File: src/rtl/dr_pkg.sv
package dr_pkg;
    typedef enum logic [1:0] {
        ST_IDLE = 2'd0,
        ST_HDR  = 2'd1,
        ST_DATA = 2'd2,
        ST_TAIL = 2'd3
    } dr_state_e;

    localparam logic [7:0] DR_OPCODE = 8'h3B;
    localparam int DR_ADDR_W = 24;
    localparam int DR_DUMMY_CLKS = 8;
endpackage

File: src/rtl/dr_sck_div.sv
module dr_sck_div #(
    parameter int DIV = 2
) (
    input  logic clk,
    input  logic rst_n,
    input  logic run,
    input  logic hold,
    output logic tick
);
    localparam int CW = (DIV > 1) ? $clog2(DIV) : 1;
    localparam logic [CW-1:0] TOP = CW'(DIV - 1);

    logic [CW-1:0] cnt_d, cnt_q;

    always_comb begin
        tick  = 1'b0;
        cnt_d = cnt_q;
        if (!run) begin
            cnt_d = '0;
        end else if (cnt_q == TOP) begin
            if (!hold) begin
                tick  = 1'b1;
                cnt_d = '0;
            end
        end else begin
            cnt_d = cnt_q + 1'b1;
        end
    end

    always_ff @(posedge clk or negedge rst_n) begin
        if (!rst_n) cnt_q <= '0;
        else        cnt_q <= cnt_d;
    end
endmodule

File: src/rtl/dr_byte_rx.sv
module dr_byte_rx (
    input  logic       clk,
    input  logic       rst_n,
    input  logic       clr,
    input  logic       cap,
    input  logic       odd_bit,
    input  logic       even_bit,
    input  logic       out_ready,
    output logic       out_valid,
    output logic [7:0] out_data,
    output logic       last_pair,
    output logic       slot_free
);
    typedef struct packed {
        logic [1:0] pair;
        logic [5:0] sr;
        logic       dv;
        logic [7:0] data;
    } rx_t;

    rx_t rx_d, rx_q;

    always_comb begin
        rx_d = rx_q;
        if (rx_q.dv && out_ready) rx_d.dv = 1'b0;
        if (clr) begin
            rx_d.pair = '0;
        end else if (cap) begin
            rx_d.sr   = {rx_q.sr[3:0], odd_bit, even_bit};
            rx_d.pair = rx_q.pair + 2'd1;
            if (rx_q.pair == 2'd3) begin
                rx_d.data = {rx_q.sr, odd_bit, even_bit};
                rx_d.dv   = 1'b1;
            end
        end
    end

    always_ff @(posedge clk or negedge rst_n) begin
        if (!rst_n) rx_q <= '0;
        else        rx_q <= rx_d;
    end

    assign out_valid = rx_q.dv;
    assign out_data  = rx_q.data;
    assign last_pair = (rx_q.pair == 2'd3);
    assign slot_free = !rx_q.dv || out_ready;
endmodule

File: src/rtl/dual_read_ctrl.sv
module dual_read_ctrl #(
    parameter int DIV   = 2,
    parameter int LEN_W = 8
) (
    input  logic                        clk,
    input  logic                        rst_n,
    input  logic                        req_valid,
    output logic                        req_ready,
    input  logic [dr_pkg::DR_ADDR_W-1:0] req_addr,
    input  logic [LEN_W-1:0]            req_len_m1,
    output logic                        flash_cs_n,
    output logic                        flash_sck,
    output logic                        flash_io0_o,
    output logic                        flash_io0_oe,
    input  logic                        flash_io0_i,
    input  logic                        flash_io1_i,
    output logic                        out_valid,
    input  logic                        out_ready,
    output logic [7:0]                  out_data
);
    import dr_pkg::*;

    localparam int SH_W     = 8 + DR_ADDR_W;
    localparam int HDR_CLKS = SH_W + DR_DUMMY_CLKS;
    localparam int CN_W     = $clog2(HDR_CLKS + 1);
    localparam logic [CN_W-1:0] LAST_SH  = CN_W'(SH_W - 1);
    localparam logic [CN_W-1:0] LAST_HDR = CN_W'(HDR_CLKS - 1);
    localparam logic [CN_W-1:0] SAT_CN   = CN_W'(HDR_CLKS);

    typedef struct packed {
        dr_state_e       st;
        logic            sck;
        logic            cs_n;
        logic            oe;
        logic            io0;
        logic [SH_W-1:0] sh;
        logic [CN_W-1:0] clk_no;
        logic [LEN_W-1:0] left;
        logic            fin;
    } seq_t;

    seq_t s_d, s_q;

    logic tick, hold, run, rise, fall, cap, clr;
    logic last_pair, slot_free;
    logic active;

    dr_sck_div #(.DIV(DIV)) div_i (
        .clk   (clk),
        .rst_n (rst_n),
        .run   (run),
        .hold  (hold),
        .tick  (tick)
    );

    dr_byte_rx rx_i (
        .clk       (clk),
        .rst_n     (rst_n),
        .clr       (clr),
        .cap       (cap),
        .odd_bit   (flash_io1_i),
        .even_bit  (flash_io0_i),
        .out_ready (out_ready),
        .out_valid (out_valid),
        .out_data  (out_data),
        .last_pair (last_pair),
        .slot_free (slot_free)
    );

    assign run    = (s_q.st != ST_IDLE);
    assign active = (s_q.st == ST_HDR) || (s_q.st == ST_DATA);
    assign hold   = (s_q.st == ST_DATA) && !s_q.sck && last_pair && !slot_free;
    assign rise   = tick && active && !s_q.sck;
    assign fall   = tick && active && s_q.sck;
    assign cap    = rise && (s_q.st == ST_DATA);
    assign clr    = (s_q.st == ST_IDLE);

    always_comb begin
        s_d       = s_q;
        req_ready = 1'b0;
        unique case (s_q.st)
            ST_IDLE: begin
                req_ready = 1'b1;
                if (req_valid) begin
                    s_d.st     = ST_HDR;
                    s_d.cs_n   = 1'b0;
                    s_d.sck    = 1'b0;
                    s_d.oe     = 1'b1;
                    s_d.sh     = {DR_OPCODE, req_addr};
                    s_d.io0    = DR_OPCODE[7];
                    s_d.clk_no = '0;
                    s_d.left   = req_len_m1;
                    s_d.fin    = 1'b0;
                end
            end
            ST_HDR, ST_DATA: begin
                if (tick) s_d.sck = !s_q.sck;
                if (fall) begin
                    if (s_q.clk_no != SAT_CN) s_d.clk_no = s_q.clk_no + 1'b1;
                    if (s_q.st == ST_HDR) begin
                        if (s_q.clk_no < LAST_SH) begin
                            s_d.sh  = s_q.sh << 1;
                            s_d.io0 = s_q.sh[SH_W-2];
                        end else if (s_q.clk_no == LAST_SH) begin
                            s_d.oe  = 1'b0;
                            s_d.io0 = 1'b0;
                        end
                        if (s_q.clk_no == LAST_HDR) s_d.st = ST_DATA;
                    end else if (s_q.fin) begin
                        s_d.st = ST_TAIL;
                    end
                end
                if (cap && last_pair) begin
                    if (s_q.left == '0) s_d.fin  = 1'b1;
                    else                s_d.left = s_q.left - 1'b1;
                end
            end
            ST_TAIL: begin
                if (tick) begin
                    s_d.cs_n = 1'b1;
                    s_d.st   = ST_IDLE;
                    s_d.fin  = 1'b0;
                end
            end
            default: s_d.st = ST_IDLE;
        endcase
    end

    always_ff @(posedge clk or negedge rst_n) begin
        if (!rst_n) begin
            s_q      <= '0;
            s_q.st   <= ST_IDLE;
            s_q.cs_n <= 1'b1;
        end else begin
            s_q <= s_d;
        end
    end

    assign flash_cs_n   = s_q.cs_n;
    assign flash_sck    = s_q.sck;
    assign flash_io0_o  = s_q.io0;
    assign flash_io0_oe = s_q.oe;
endmodule

File: config.mk
export PLATFORM = sky130hd
export DESIGN_NAME = dual_read_ctrl
export DESIGN_NICKNAME = d
export VERILOG_FILES = /design/src/rtl/dr_pkg.sv /design/src/rtl/dr_sck_div.sv /design/src/rtl/dr_byte_rx.sv /design/src/rtl/dual_read_ctrl.sv
export SDC_FILE = /design/constraint.sdc
export NUM_CORES = 1
export LEC_CHECK = 0
export ABC_AREA = 1
export BUFFER_PORTS_ARGS = -buffer_cell sky130_fd_sc_hd__buf_2
export CAP_MARGIN = 5
export CORE_MARGIN = 3
export CORE_UTILIZATION = 40
export CTS_BUF_LIST = sky130_fd_sc_hd__clkbuf_8
export CTS_CLUSTER_SIZE = 16
export DETAILED_ROUTE_END_ITERATION = 10
export HOLD_SLACK_MARGIN = 0.1
export PLACE_DENSITY_LB_ADDON = 0.08
export REMOVE_ABC_BUFFERS = 1
export SYNTH_ARGS = -nofsm -noshare
export SYNTH_HDL_FRONTEND = slang
export SYNTH_SLANG_ARGS = --single-unit
File: constraint.sdc
create_clock -name clk -period 2.45 [get_ports clk]
set_input_delay 0.735 -clock clk [delete_from_list [all_inputs] [get_ports clk]]
set_output_delay 0.735 -clock clk [all_outputs]
set_load 0.005 [all_outputs]
# Word-level counts from Yosys, hierarchy flattened
# Cells that the tools add are included.
totals:
  register_bits: 70
  out_inout_bits: 14
  elab_cells: 110
op_classes:
  n_addsub: 4
  magnitude_cmp: 1
  n_eq_ne: 22
  muxes: 36
  bitwise_logic: 1
  n_reduce_logical: 32
ops:
  columns: ["op", "count"]
  rows:
  - ["$pmux 48 s2", 1]
  - ["$mux 53", 1]
  - ["$mux 40", 1]
  - ["$mux 34", 1]
  - ["$mux 32", 1]
  - ["$mux 9", 3]
  - ["$ne 2x2->1 const B", 12]
  - ["$mux 17", 1]
  - ["$reduce_and 5->1", 3]
  - ["$mux 1", 14]
  - ["$mux 2", 7]
  - ["$reduce_and 4->1", 3]
  - ["$logic_and 1x1->1", 9]
  - ["$ne 3x3->1 const B", 3]
  - ["$reduce_and 3->1", 3]
  - ["$logic_not 8->1", 1]
  - ["$mux 8", 1]
  - ["$reduce_bool 2->1", 4]
  - ["$sub 8x1->8 const B", 1]
  - ["$add 6x1->6 const B", 1]
  - ["$eq 2x2->1 const B", 3]
  - ["$eq 6x5->1 const B", 1]
  - ["$eq 6x6->1 const B", 1]
  - ["$lt 6x5->1 const B", 1]
  - ["other kinds (15)", 19]

# Depth between registers and ports, before layout
# Gate-level depths: netlist (run 1).
depth:
  word_depth: 13
  ltp_mapped: 12
  mapped_depth_nobuf: 12

# Hierarchy
# Synthesis (run 1) repeated with hierarchy kept, for this count alone.
unflattened:
  cells_unflattened: 489
  area_unflattened_um2: 3972.6
by_module_without_submodules:
  columns: ["module", "instances", "cells_per_inst", "area_each_um2", "seq_area_each_um2"]
  rows:
  - ["dual_read_ctrl", 1, 399, 3125.5, 1302.5]
  - ["dr_byte_rx", 1, 84, 799.5, 425.4]
  - ["dr_sck_div", 1, 6, 47.5, 25.0]

# Worst setup path after synthesis (run 1)
# OpenSTA, ideal clock, no wires.
synth_path:
  kind: "register to register"
  from: "register s_q[51] (netlist bit)"
  to: "register s_q[6] (netlist bit)"
  t_arrival_ns: 1.652
  t_required_ns: 2.333
  path_slack_ns: 0.680
  path_stages_with_launch: 11
  path_buffers: 1
  synth_period_minus_slack_ns: 1.770
  path_cell_list: "dfrtp_1 > inv_1 > ha_1 > buf_4 > nor2_1 > nor2_4 > inv_2 > nor2_2 > nand2_4 > nand2_1 > nand2_1"
synth_between:
  elab_cells_between_ends: 22
synth_lines:
  columns: ["item", "line_no", "text"]
  rows:
  - ["start: declaration", "dual_read_ctrl.sv:42", "seq_t s_d, s_q;"]
  - ["$eq 2x1->1 / $eq 2x2->1 (equally long branches)", "dual_read_ctrl.sv:71", "assign active = (s_q.st == ST_HDR) || (s_q.st == ST_DATA);"]
  - ["$logic_or 1x1->1 (*)", "dual_read_ctrl.sv:71", null]
  - ["named net active", "dual_read_ctrl.sv:46", "logic active;"]
  - ["$logic_and 1x1->1 (*) (2 in series)", "dual_read_ctrl.sv:73", "assign rise = tick && active && !s_q.sck;"]
  - ["$logic_and 1x1->1 (*)", "dual_read_ctrl.sv:75", "assign cap = rise && (s_q.st == ST_DATA);"]
  - ["$logic_and 1x1->1 (*)", "dual_read_ctrl.sv:113", "if (cap && last_pair) begin"]
  - ["$ne 2x2->1 (no source line) (*)", null, null]
  - ["$reduce_and 4->1 (no source line) (*)", null, null]
# The timed path passes the listed nets; every way through them passes the cells marked *.
# A chain may end at the register's enable or synchronous reset.

# Worst setup path after layout (run 1)
layout_path:
  from: "register s_q[51] (netlist bit)"
  to: "register s_q[7] (netlist bit)"
layout_between:
  elab_chain_cells: 13
  elab_cells_between_ends: 22
layout_rtl:
  columns: ["item", "line_no", "text"]
  rows:
  - ["$eq 2x2->1", null, null]
  - ["$logic_and 1x1->1 (3 in series)", "dual_read_ctrl.sv:72", "assign hold = (s_q.st == ST_DATA) && !s_q.sck && last_pair && !slot_free;"]
  - ["$mux 1", "dr_sck_div.sv:21", "if (!hold) begin"]
  - ["$mux 1", "dr_sck_div.sv:20", "end else if (cnt_q == TOP) begin"]
  - ["$mux 1", "dr_sck_div.sv:18", "if (!run) begin"]
  - ["$logic_and 1x1->1 (2 in series)", "dual_read_ctrl.sv:73", null]
  - ["$logic_and 1x1->1", "dual_read_ctrl.sv:75", null]
  - ["$logic_and 1x1->1", "dual_read_ctrl.sv:113", null]
  - ["$ne 2x2->1 (no source line)", null, null]
  - ["$reduce_and 4->1 (no source line)", null, null]
# Several ways; a longest one is shown, not always the timed one.

==> results of run 1 <==
==> power breakdown <==
group          internal [mW]  switching (mW)  total (mW)
registers               1.56           0.247        1.80
clock network          0.597           0.462        1.06
logic                   1.07            2.22        3.29
==> registers in the layout, summed over array words and instances (netlist names) <==
signal	flops
s_q	48
rx_i.out_data	8
rx_i.rx_q	8
div_i.cnt_q	1
flash_cs_n	1
flash_io0_o	1
flash_io0_oe	1
flash_sck	1
rx_i.out_valid	1
==> through the flow <==
step	TNS (ps)	hold slack, ps
after floorplan	-14800	434.5
after global placement	0	449.1
after detailed placement	0	451.8
after CTS	0	409.8
after global routing	0	423.1
final	0	401.9
==> routing by layer <==
| layer | GRT usage (%) | share of wire (%) |
|---|---|---|
| met1 | 23.62 | 51 |
| met2 | 24.68 | 43 |
| met3 | 3.476 | 4.6 |
| met4 | 5.033 | 1.3 |
| met5 | 0 | 0 |
==> layout make-up <==
type / count / area share [%]
clock buffer: 10 / 3.135
clock inverter: 6 / 1.938
inverter: 42 / 3.591
multi-input combinational: 371 / 40.61
sequential: 70 / 39.93
tap: 129 / 3.676
timing repair buffer: 57 / 7.125
==> worst max-delay path, delay by kind of cell, from the launching register on <==
kind | cells | cell delay [ps]
simple gates | 6 | 1040
flops | 1 | 400
buf+inv | 3 | 330
fa+ha+maj | 1 | 250
==> worst max path at each step <==
stage / start / endpoint / slack (ps) / cells past startpoint
floorplan: s_q[51]$_DFFE_PN0P_ / s_q[6]$_DFFE_PN0P_ / -440 / 9
global placement: out_ready / s_q[31]$_DFFE_PN0P_ / 250 / 9
detailed placement: s_q[51]$_DFFE_PN0P_ / s_q[23]$_DFFE_PN0P_ / 210 / 11
CTS: s_q[51]$_DFFE_PN0P_ / s_q[23]$_DFFE_PN0P_ / 190 / 11
global route: s_q[52]$_DFFE_PN0P_ / s_q[24]$_DFFE_PN0P_ / 70 / 11
finish: s_q[51]$_DFFE_PN0P_ / s_q[7]$_DFFE_PN0P_ / 300 / 10
==> cell usage after synthesis, drive strengths merged <==
cell type,n,area share (%)
nand2,215,21
dfrtp,69,45
nand3,55,8.2
inv,42,4.1
o21ai,34,4.4
nor2,27,3.1
buf,21,4.2
a21oi,10,1.3
ha,9,2.9
clkbuf,7,0.68
or2,6,0.97
nor3,4,0.81
nand4,2,0.71
xor2,2,0.45
a21boi,1,0.19
a22oi,1,0.19
a31o,1,0.23
a31oi,1,0.16
dfstp,1,0.68
nand3b,1,0.19
o21bai,1,0.48
==> timing repair <==
| action | 4_1_cts | 5_1_grt |
|---|---|---|
| setup endpoints to repair | 0 | 30 |
| resized for setup | 0 | 1 |
| hold buffers | 0 | 0 |
==> cell usage in the layout, fill, tap and decap left out <==
master and count:
bufinv_16 2, nand4_1 1, a21boi_0 1, or2_2 6, nand2_2 1, nor3_1 3
dfstp_2 1, inv_1 38, nor2_1 24, buf_2 51, dfrtp_1 69, a21oi_1 10
nand3_1 51, nand2_1 211, nand3b_1 1, o21bai_4 1, a31oi_1 1, buf_12 1
a31o_2 1, inv_2 4, xor2_1 2, buf_4 5, a22oi_1 1, nand3_4 3
nor3_4 1, nand4_4 1, nand3_2 1, o21ai_0 20, clkinv_2 2, nor2_2 1
ha_1 9, o21ai_1 14, clkbuf_8 10, clkinvlp_4 2, nand2_4 3, nor2_4 3
==> logic make-up (layout without fill, tap and decap cells) <==
group	Yosys count	after routing	share of synthesized area, %
AOI/OAI and AO/OA	49	49	6.947
buffers and inverters	70	115	8.982
DFF	70	70	45.27
and+or+nand+nor	310	311	35.44
xor gates and xnor gates	2	2	0.4524
adders and majority gates	9	9	2.908
==> run summary, run 1 <==
status = completed
CP Class = register to register
pwr/cell area = 1402 mW/mm^2
Worst Path Arrival = 2380 ps
DRC = 0
via count = 3260
Layout Cells excl Fill = 685
clk buf depth = 2
Final HPWL DP = 5.432 mm
TritonCTS clock tree = built
synthesis-to-layout area growth = 13.38%
Total Routing Usage GR = 16.40%
hold violation count in the final report = 0
FF/Latch Area = 0.001753 mm^2
initial core utilization = 41.52%
final slew viol count = 0
crit path max fanout = 9
Final Power = 6.156 mW
DIE WIDTH = 104.4 um
multi-input logic area = 0.001783 mm^2
largest net degree at the start of global routing = 71
FILL cells = 942
cells along the critical path = inv_1, ha_1, inv_1, nor2_1, nor2_4, inv_2, nor2_2, nand2_4, nand2_1, nand2_1
Root Buffer = clkbuf_8
Core Util, Final = 47.07%
CTS Buf Count = 9
Clk Latency, worst-skew pair = 350 ps
antenna-violating nets left = 0
GP Congestion = 0.8288
Reg2Reg Capture Point = s_q[7]$_DFFE_PN0P_
fraction of layout cells with a size suffix above 1 = 17.99%
# diodes = 0
Die ar. = 0.01090 mm^2
area post-placement = 0.004156 mm^2
average size of a mapped cell = 7.593 um^2
Clock Skews = 7.035 ps
vias in the first global route = 3147
VDD IR max = 0.0006810 V
DRT Pass-1 Iters = 4
period utilisation layout = 87.61%
FF-to-FF path depth = 10
Post-Route WL = 8.587 mm
grt ovf = 0
Routed WL per cell = 12.54 um
Worst Hold Class = input pin to asynchronous set/reset pin
antenna violations before repair = 0
clk sink count = 70
Starting DRT DRC Count = 143
RSZ-0062 raised after global routing = no
area of the mapped netlist = 0.003872 mm^2
post-CTS setup buffers = 0
warnings from Yosys = 0
Crit. End Element = register
vias per inst = 4.759
Design Area, Final = 0.004390 mm^2
Max-slew headroom = 63.66%
Worst path max stage delay = 450 ps
Reg2Reg Launch Point = s_q[51]$_DFFE_PN0P_
MaxCap Viol Count = 0
port bufs = 51
I/O pin cnt = 52
row cnt = 35
post-synth cell types = 34
htree depth = 3
global-route wire length before repair = 14.84 mm
Leak = 2.358 nW
Worst-Margin Slew = 544.6 ps
Yosys reg bits = 70
die height = 104.4 um
Mapped Cells = 510
Setup WS pre-CTS = 206.0 ps
fin crit period = 2146 ps
slowest CP cell = nor2_2
Seq/Total Area, Yosys = 45.27%
fmax = 465.9 MHz
count of final setup violators = 0
Clock transition at path regs = 80 ps
final worst setup slack = 303.6 ps
Worst EP required = 2680 ps
reg2reg setup slack = 300 ps
nets@finish = 598
Core Footprint = 0.009328 mm^2
CP Launch Type = register
placed insts = 668
Power figures use the tool's default switching activity.
==> run 2, diff against run 1 <==
--- a/config.mk
+++ b/config.mk
@@ -8,9 +8,9 @@
 export ABC_AREA = 1
 export BUFFER_PORTS_ARGS = -buffer_cell sky130_fd_sc_hd__buf_2
 export CAP_MARGIN = 5
-export CORE_MARGIN = 3
 export CORE_UTILIZATION = 40
 export CTS_BUF_LIST = sky130_fd_sc_hd__clkbuf_8
+export CTS_CLUSTER_DIAMETER = 120
 export CTS_CLUSTER_SIZE = 16
 export DETAILED_ROUTE_END_ITERATION = 10
 export HOLD_SLACK_MARGIN = 0.1
==> run summary, run 2 (synthesis gave the netlist of run 1 again) <==
status = completed
register share of total power = 29.7% (+0.4 points)
global-route wire length before repair = 14.68 mm (-1.0%)
VDD IR max = 0.0007206 V (+5.8%)
Clk Latency, worst-skew pair = 350 ps (about the same)
port bufs = 51 (unchanged)
Leak = 2.361 nW (+0.11%)
Reg with most FFs = s_q
Reg2Reg Launch Point = s_q[51]$_DFFE_PN0P_
htree depth = 3 (unchanged)
Max-slew headroom = 54.71% (-8.9 points)
hold violation count in the final report = 0 (unchanged)
TritonCTS clock tree = built
post-CTS setup buffers = 0 (unchanged)
CP Class = register to register
FF-to-FF path depth = 9 (-1)
DRC = 0 (unchanged)
fin crit period = 2249 ps (+103.0 ps)
row cnt = 35 (unchanged)
RSZ-0062 raised after global routing = no
DRT Pass-1 Iters = 4 (unchanged)
# diodes = 0 (unchanged)
nets@finish = 600 (+0.33%)
Routed WL per cell = 12.44 um (-0.76%)
DIE WIDTH = 100.4 um (-3.8%)
antenna-violating nets left = 0 (unchanged)
grt ovf = 0 (unchanged)
largest net degree at the start of global routing = 39 (-45%)
Core Util, Final = 47.16% (+0.094 points)
die height = 100.4 um (-3.8%)
Reg2Reg Capture Point = s_q[18]$_DFFE_PN0P_
combinational power share = 54.3% (+0.8 points)
Post-Route WL = 8.547 mm (-0.47%)
Critical Path Sink = s_q[18]$_DFFE_PN0P_
clk sink count = 70 (unchanged)
fmax = 444.6 MHz (-4.6%)
Die ar. = 0.01008 mm^2 (-7.5%)
antenna violations before repair = 0 (unchanged)
via count = 3289 (+0.89%)
placed insts = 670 (+0.30%)
most common cell after layout, fill and taps aside = nand2_1
PostCTS Resize Cnt = 0 (unchanged)
initial core utilization = 41.52% (unchanged)
MaxCap Viol Count = 0 (unchanged)
Sw Ratio = 48.04% (+0.48 points)
Worst Path Arrival = 2520 ps (+140 ps)
final worst setup slack = 200.6 ps (-103.0 ps)
period utilisation layout = 91.81% (+4.2 points)
Total Routing Usage GR = 18.34% (+1.9 points)
vias per inst = 4.787 (+0.60%)
Root Buffer = clkbuf_8
Layout Cells excl Fill = 687 (+0.29%)
Core Footprint = 0.009328 mm^2 (unchanged)
internal power component = 3.169 mW (-1.8%)
Clock transition at path regs = 80 ps (about the same)
GP Congestion = 0.7956 (-4.0%)
vias in the first global route = 3121 (-0.83%)
Final Power = 6.098 mW (-0.93%)
clock power share = 16.1% (-1.1 points)
Worst Setup SP = s_q[51]$_DFFE_PN0P_
CTS Buf Count = 9 (unchanged)
fraction of layout cells with a size suffix above 1 = 18.28% (+0.29 points)
Crit. End Element = register
Worst EP required = 2720 ps (+40 ps)
Setup WS pre-CTS = 237.0 ps (+30.98 ps)
reg2reg setup slack = 200 ps (-100 ps)
Starting DRT DRC Count = 143 (unchanged)
I/O pin cnt = 52 (unchanged)
count of final setup violators = 0 (unchanged)
pwr/cell area = 1386 mW/mm^2 (-1.1%)
most frequent cells in the layout = nand2_1 (211), dfrtp_1 (69), nand3_1 (51), buf_2 (51), inv_1 (38)
# hold bufs at CTS = 0 (unchanged)
crit path max fanout = 16 (+7)
FILL cells = 969 (+2.9%)
Fin Hold WS = 363.9 ps (-38.05 ps)
Sw Pwr = 2.930 mW (about the same)
final slew viol count = 0 (unchanged)
max reg flops = 48 (unchanged)
Worst Hold Class = input pin to asynchronous set/reset pin
clk buf depth = 2 (unchanged)
synthesis-to-layout area growth = 13.60%
Clock Skews = 14.71 ps (+7.673 ps)
CP Launch Type = register
Final HPWL DP = 5.638 mm (+3.8%)
Worst-Margin Slew = 678.6 ps (+134.1 ps)
-- run 2: cell count changes in the layout (fill, tap and decap cells not counted), sizes merged --
cell,before,now
buf,57,59
bufinv,2,1
clkbuf,10,11
clkinv,2,1
clkinvlp,2,3
-- run 2: per-stage QoR --
stage,setup TNS [ps],area [um^2]
6_report,0,4399
5_1_grt,0,4399
4_1_cts,0,4393
3_5_place_dp,0,4184
3_3_place_gp,0,4184
2_1_floorplan,-14800,3682
-- run 2: worst min-delay path by stage --
stage,to,depth (start not counted),slack (ps),startpoint
final,rx_i.rx_q[11]$_DFFE_PN0P_,1,360,rst_n
after global routing,rx_i.rx_q[11]$_DFFE_PN0P_,1,380,rst_n
after CTS,rx_i.rx_q[11]$_DFFE_PN0P_,1,360,rst_n
after detailed placement,s_q[43]$_DFFE_PN0P_,2,450,s_q[43]$_DFFE_PN0P_
after global placement,s_q[39]$_DFFE_PN0P_,2,450,s_q[39]$_DFFE_PN0P_
after floorplan,s_q[38]$_DFFE_PN0P_,2,430,s_q[38]$_DFFE_PN0P_
-- run 2: power groups by stage --
stage          clock network [mW]  registers [mW]  logic, mW
2_1_floorplan                   0            1.77       2.41
5_1_grt                      1.07            1.86       3.81
3_5_place_dp                    0            1.82       3.31
6_report                    0.979            1.81       3.31
3_3_place_gp                    0            1.82       3.25
4_1_cts                      1.01            1.81       3.31
-- run 2: cell type report --
class | instances | area (um^2) | share of cell area [%]
Multi-Input combinational cell | 371 | 1778 | 40.42
Sequential cell | 70 | 1753 | 39.85
Timing Repair Buffer | 59 | 340.3 | 7.736
Tap cell | 129 | 161.4 | 3.669
Inverter | 42 | 157.7 | 3.584
Clock buffer | 11 | 151.4 | 3.441
Clock inverter | 5 | 57.56 | 1.308
-- run 2: routing by layer --
metal / part of all wire, % / routed length (um) / track usage [%]
met1: 50 / 4281 / 25.47
met2: 45 / 3804 / 28.50
met3: 4.3 / 371 / 3.830
met4: 1.1 / 90 / 6.243
met5: 0 / 0 / 0
-- run 2: critical path: stages, from the launching register on --
cell     delay [ps]
dfrtp_1         400
inv_1            80
ha_1            260
inv_1           190
nor2_1          130
nor2_4          150
nand3_4         130
nor2_2          570
nand3_1         150
nand2_1         100
